### src/rtl/osw_pkg.sv
package osw_pkg;

  typedef enum logic [2:0] {
    ST_IDLE     = 3'd0,
    ST_V_SETTLE = 3'd1,
    ST_OSC_STAB = 3'd2,
    ST_DN_OSC   = 3'd3,
    ST_DN_VOLT  = 3'd4
  } osw_state_e;

endpackage

### src/rtl/osw_tick_timer.sv
// Counts reference ticks while running; done when the count meets the limit.
module osw_tick_timer #(
  parameter int WIDTH = 4
) (
  input  logic             clk,
  input  logic             rst_n,
  input  logic             run,
  input  logic             clear,
  input  logic             tick,
  input  logic [WIDTH-1:0] limit,
  output logic             done
);

  logic [WIDTH-1:0] cnt;

  always_ff @(posedge clk) begin
    if (!rst_n) begin
      cnt <= '0;
    end else if (!run || clear) begin
      cnt <= '0;
    end else if (tick && (cnt != limit)) begin
      cnt <= cnt + 1'b1;
    end
  end

  assign done = run && (cnt == limit);

endmodule

### src/rtl/osw_sticky_flag.sv
// Sticky status bit; set has priority over clear.
module osw_sticky_flag (
  input  logic clk,
  input  logic rst_n,
  input  logic set,
  input  logic clr,
  output logic q
);

  always_ff @(posedge clk) begin
    if (!rst_n) begin
      q <= 1'b0;
    end else if (set) begin
      q <= 1'b1;
    end else if (clr) begin
      q <= 1'b0;
    end
  end

endmodule

### src/rtl/osw_seq_fsm.sv
// Ordering engine for supply, oscillator enable and clock select.
module osw_seq_fsm
  import osw_pkg::*;
#(
  parameter bit RC_SLOW = 1'b0
) (
  input  logic clk,
  input  logic rst_n,
  input  logic req,
  input  logic req_hi,
  input  logic vreg_we,
  input  logic vreg_d,
  input  logic tmr_done,
  output logic vsel,
  output logic osc_en,
  output logic clk_sel,
  output logic busy,
  output logic rej_set,
  output logic tmr_run,
  output logic in_settle
);

  osw_state_e state;
  logic       vsel_q;
  logic       go_up;
  logic       go_dn;
  logic       wr_ok;

  assign busy      = (state != ST_IDLE);
  assign rej_set   = req && busy;
  assign in_settle = (state == ST_V_SETTLE);
  assign tmr_run   = (state == ST_V_SETTLE) || (state == ST_OSC_STAB);

  assign go_up = req && req_hi && !clk_sel;
  assign go_dn = req && !req_hi && clk_sel;
  assign wr_ok = vreg_we && !req && !clk_sel && !osc_en;

  always_ff @(posedge clk) begin
    if (!rst_n) begin
      state   <= ST_IDLE;
      vsel_q  <= 1'b0;
      osc_en  <= 1'b0;
      clk_sel <= 1'b0;
    end else begin
      unique case (state)
        ST_IDLE: begin
          if (go_up) begin
            if (RC_SLOW) begin
              osc_en <= 1'b1;
              state  <= ST_OSC_STAB;
            end else begin
              vsel_q <= 1'b1;
              state  <= ST_V_SETTLE;
            end
          end else if (go_dn) begin
            clk_sel <= 1'b0;
            state   <= ST_DN_OSC;
          end else if (wr_ok && !RC_SLOW) begin
            vsel_q <= vreg_d;
          end
        end
        ST_V_SETTLE: begin
          if (tmr_done) begin
            osc_en <= 1'b1;
            state  <= ST_OSC_STAB;
          end
        end
        ST_OSC_STAB: begin
          if (tmr_done) begin
            clk_sel <= 1'b1;
            state   <= ST_IDLE;
          end
        end
        ST_DN_OSC: begin
          osc_en <= 1'b0;
          state  <= RC_SLOW ? ST_IDLE : ST_DN_VOLT;
        end
        ST_DN_VOLT: begin
          vsel_q <= 1'b0;
          state  <= ST_IDLE;
        end
        default: state <= ST_IDLE;
      endcase
    end
  end

  generate
    if (RC_SLOW) begin : g_rc
      assign vsel = 1'b0;
    end else begin : g_xtal
      assign vsel = vsel_q;
    end
  endgenerate

endmodule

### src/rtl/osc_switch_seq.sv
module osc_switch_seq #(
  parameter int SETTLE_TICKS = 3,
  parameter int STAB_TICKS   = 6,
  parameter bit RC_SLOW      = 1'b0
) (
  input  logic clk,
  input  logic rst_n,
  input  logic ref_tick,
  input  logic req,
  input  logic req_hi,
  input  logic rej_clr,
  input  logic vreg_we,
  input  logic vreg_d,
  output logic vsel,
  output logic osc_hi_en,
  output logic clk_hi_sel,
  output logic busy,
  output logic rejected
);

  localparam int MAX_WAIT = ((SETTLE_TICKS > STAB_TICKS) ? SETTLE_TICKS : STAB_TICKS) + 1;
  localparam int TW       = $clog2(MAX_WAIT + 1);
  localparam logic [TW-1:0] LIM_SETTLE = TW'(SETTLE_TICKS + 1);
  localparam logic [TW-1:0] LIM_STAB   = TW'(STAB_TICKS + 1);

  logic          tmr_done;
  logic          tmr_run;
  logic          in_settle;
  logic          rej_set;
  logic [TW-1:0] tmr_limit;

  assign tmr_limit = in_settle ? LIM_SETTLE : LIM_STAB;

  osw_seq_fsm #(.RC_SLOW(RC_SLOW)) u_fsm (
    .clk       (clk),
    .rst_n     (rst_n),
    .req       (req),
    .req_hi    (req_hi),
    .vreg_we   (vreg_we),
    .vreg_d    (vreg_d),
    .tmr_done  (tmr_done),
    .vsel      (vsel),
    .osc_en    (osc_hi_en),
    .clk_sel   (clk_hi_sel),
    .busy      (busy),
    .rej_set   (rej_set),
    .tmr_run   (tmr_run),
    .in_settle (in_settle)
  );

  osw_tick_timer #(.WIDTH(TW)) u_timer (
    .clk   (clk),
    .rst_n (rst_n),
    .run   (tmr_run),
    .clear (tmr_done),
    .tick  (ref_tick),
    .limit (tmr_limit),
    .done  (tmr_done)
  );

  osw_sticky_flag u_rej (
    .clk   (clk),
    .rst_n (rst_n),
    .set   (rej_set),
    .clr   (rej_clr),
    .q     (rejected)
  );

endmodule

### config.mk
export PLATFORM = sky130hd
export DESIGN_NAME = osc_switch_seq
export DESIGN_NICKNAME = d
export VERILOG_FILES = /design/src/rtl/osw_pkg.sv /design/src/rtl/osw_tick_timer.sv /design/src/rtl/osw_sticky_flag.sv /design/src/rtl/osw_seq_fsm.sv /design/src/rtl/osc_switch_seq.sv
export SDC_FILE = /design/constraint.sdc
export NUM_CORES = 1
export LEC_CHECK = 0
export BUFFER_PORTS_ARGS = -buffer_cell sky130_fd_sc_hd__buf_2
export CORE_MARGIN = 2
export CORE_UTILIZATION = 30
export CTS_BUF_LIST = sky130_fd_sc_hd__clkbuf_8
export DETAILED_ROUTE_END_ITERATION = 8
export GPL_TIMING_DRIVEN = 0
export PLACE_DENSITY_LB_ADDON = 0.25
export SKIP_CTS_REPAIR_TIMING = 1
export SYNTH_ARGS = -nofsm -noshare
export SYNTH_HDL_FRONTEND = slang
export SYNTH_SLANG_ARGS = --single-unit
### constraint.sdc
create_clock -name clk -period 2 [get_ports clk]
set_input_delay 0.2 -clock clk [delete_from_list [all_inputs] [get_ports clk]]
set_output_delay 0.2 -clock clk [all_outputs]
set_load 0.05 [all_outputs]
==> results.md <==
* Outcome: finished, final reports clean
* Non-filler cells, final at 118
* CTS Buf Count at 3
* Worst setup SP type: register
* Synthesized area at 589.3 sq um
* WS Path Type: register to register
* First-pass GRT wire length at 2.290 mm
* DRC at 0
* CTS tree: built
* Routability congestion estimate at 0.7697
* VDD IR max at 0.3982 mV
* Vias at 575
* H-tree depth at 1
* Fin crit share at 82.51%
* Final setup vio count at 0
* Power Total at 0.4754 mW
* Hold path depth at 3
* Final net count at 102
* Post-synthesis mux area share at 0%
* Die W at 48.32 um
* Cell area after layout at 724.4 sq um
* Fraction of layout cells with a size suffix above 1 at 20.88%
* P&R area growth vs syn at 22.93%
* Crit-path max FO at 9
* Reg2Reg Depth at 5
* Starting Density at 30.99%
* Cell variety after synth at 31
* Yosys top cell area share at 33.97%
* CP max-delay cell: nor3b_1
* Simple-gate share of the synthesized area at 32.91%
* Ant diodes at 0
* Synth Area in Compound Gates at 23.14%
* GRT Util Overall at 12.44%
* WL per Instance at 10.87 um
* Number of global-route vias before repair at 511
* Max cap viols at 0
* RSZ-0062 raised after global routing: no
* Fillers at 208
* Largest family of logic cells by synthesized area: simple AND/OR/NAND/NOR gates
* Port bufs at 12
* Register area share after synthesis at 33.97%
* Multi-input gate area at 351.6 sq um
* CTS sink cnt at 10
* Critical Path Max Stage Delay at 0.46 ns
* Layout Skew at 0.003373 ns
* Post-DP HPWL at 941.2 um
* Pin count of the biggest net entering global routing at 11
* Pre-antenna DRT Iters at 4
* IO Pins at 13
* YS warnings at 0
* Die ar. at 0.002335 sq mm
* Most frequent cells in the layout: 12 x buf_2, 10 x dfxtp_1, 7 x a21oi_1
* Total grt overflow at 0
* CP Cell Sequence: clkbuf_1 > nor3b_1 > nor3_1 > o21bai_1 > a211oi_1
* Final ANT Viol Nets at 0
* WP buf/inv at 1
* Mapped Cells at 76
* Initial DRC count at 2
* Final hold vios at 0
* Root buffer cell: clkbuf_8
* Clk pin slew, worst setup/hold paths at 0.05 ns
* Seq cells post-synth at 10
* Leak at 0.2945 nW
* Final worst path period need at 1.650 ns
* Area after DPL at 683.2 sq um
* Clk buf depth at 2
* Routed wire length at 1.283 mm
* CP endpoint kind: register
* Final Max Tran Viols at 0
* Crit. path cell count at 5
* Arrival time worst endpoint at 1.75 ns
* Adder and majority gate portion of the synthesized area at 2.123%
* Most common cell after layout, fill and taps aside: buf_2
* Post-Synth XOR/XNOR Area at 1.486%
* DP Cell Count at 115
* FP Rows at 16
* Final WS setup at 0.3498 ns
* Worst EP required at 2.10 ns
* Place WS at 0.3687 ns
* Setup TNS at 0 ns
* Post-synth top area cell: dfxtp_1
* Detail-routed via count per cell at 4.873
* Core box area at 0.001902 sq mm
* Die H at 48.32 um
* Synth area leaders: dfxtp_1 34%, a21oi_1 5.9%, a31oi_1 4.2%
* Post-Syn Nets at 85
* Post-Syn Area per Cell at 7.754 sq um
* Max Fclk at 0.6060 GHz
* Hold Crit Class: primary input to register
* Slew margin rel. at 69.01%
* Delay-heaviest family, CP: simple AND/OR/NAND/NOR gates
* Sequential cell area at 200.2 sq um
* Initial antenna violation count at 0
* Cell Pwr Density at 656.2 mW/mm^2
* Slew @ Worst Pin at 0.4639 ns
* Worst skew pair latency at 0.23 ns
==> path summary, 6_finish.rpt <==
kind / startpoint / end / slack (ns)
worst max-delay path: u_timer.cnt[2] / u_timer.cnt[1] / 0.35
worst min-delay path: rst_n / u_fsm.vsel / 0.25
worst max register to register: u_timer.cnt[2] / u_timer.cnt[1] / 0.35
worst min register to register: u_fsm.vsel / u_fsm.vsel / 0.50
==> power by group <==
part	internal [mW]	total [mW]	switching, mW
Sequential	0.205	0.209	0.00455
Clock	0.131	0.200	0.0689
Combinational	0.0253	0.0661	0.0408
==> registers in the layout (all words and copies together), names as in the netlist <==
name / count
u_rej.q: 1
u_fsm.state: 3
u_fsm.vsel: 1
u_fsm.clk_sel: 1
u_fsm.osc_en: 1
u_timer.cnt: 3
==> worst min-delay path: cells and delay by family <==
| kind | cells | cell delay (ns) |
|---|---|---|
| buf+inv | 2 | 0.20 |
| compound gates | 1 | 0.03 |
==> cell type report <==
type | count | share of cell area [%]
inverter | 5 | 2.591
buffer | 4 | 2.591
multi-input combinational | 57 | 48.53
sequential | 10 | 27.63
timing repair buffer | 12 | 8.290
clock buffer | 3 | 5.699
tap | 27 | 4.663
==> synthesized netlist by cell type, drive strengths merged <==
master	n
a21boi	1
o22ai	1
buf	1
nand4	1
o21ai	3
a211oi	2
clkbuf	3
nor2	6
nand2	6
and3	1
or4	1
nand3b	3
nand2b	3
o21bai	1
a21oi	7
inv	5
nor3b	3
xor2	1
o221ai	1
a31oi	4
nor3	3
and2b	1
ha	1
a311oi	1
or3	1
dfxtp	10
nor2b	3
a22oi	1
nand3	1
==> kinds of logic after synthesis <==
| logic type | after synthesis |
|---|---|
| DFF | 10 |
| adders and majority gates | 1 |
| AOI/OAI and AO/OA | 22 |
| xor gates and xnor gates | 1 |
| and+or+nand+nor | 33 |
| buffers and inverters | 9 |
==> metrics by stage <==
stage / hold WS, ns / util, %
floorplan: 0.3093 / -
global placement: 0.4768 / 35.92
CTS: 0.2393 / 38.09
finish: 0.2487 / 38.09
global route: 0.2524 / 38.09
detailed placement: 0.4816 / 35.92
==> metal layers <==
| layer | track usage, % | routed length [um] | share of wire [%] |
|---|---|---|---|
| met1 | 16.18 | 641 | 50 |
| met2 | 18.98 | 597 | 47 |
| met3 | 4.630 | 31 | 2.4 |
| met4 | 4.286 | 13 | 1.0 |
| met5 | 0 | 0 | 0 |
(Power assumes the default switching activity.)
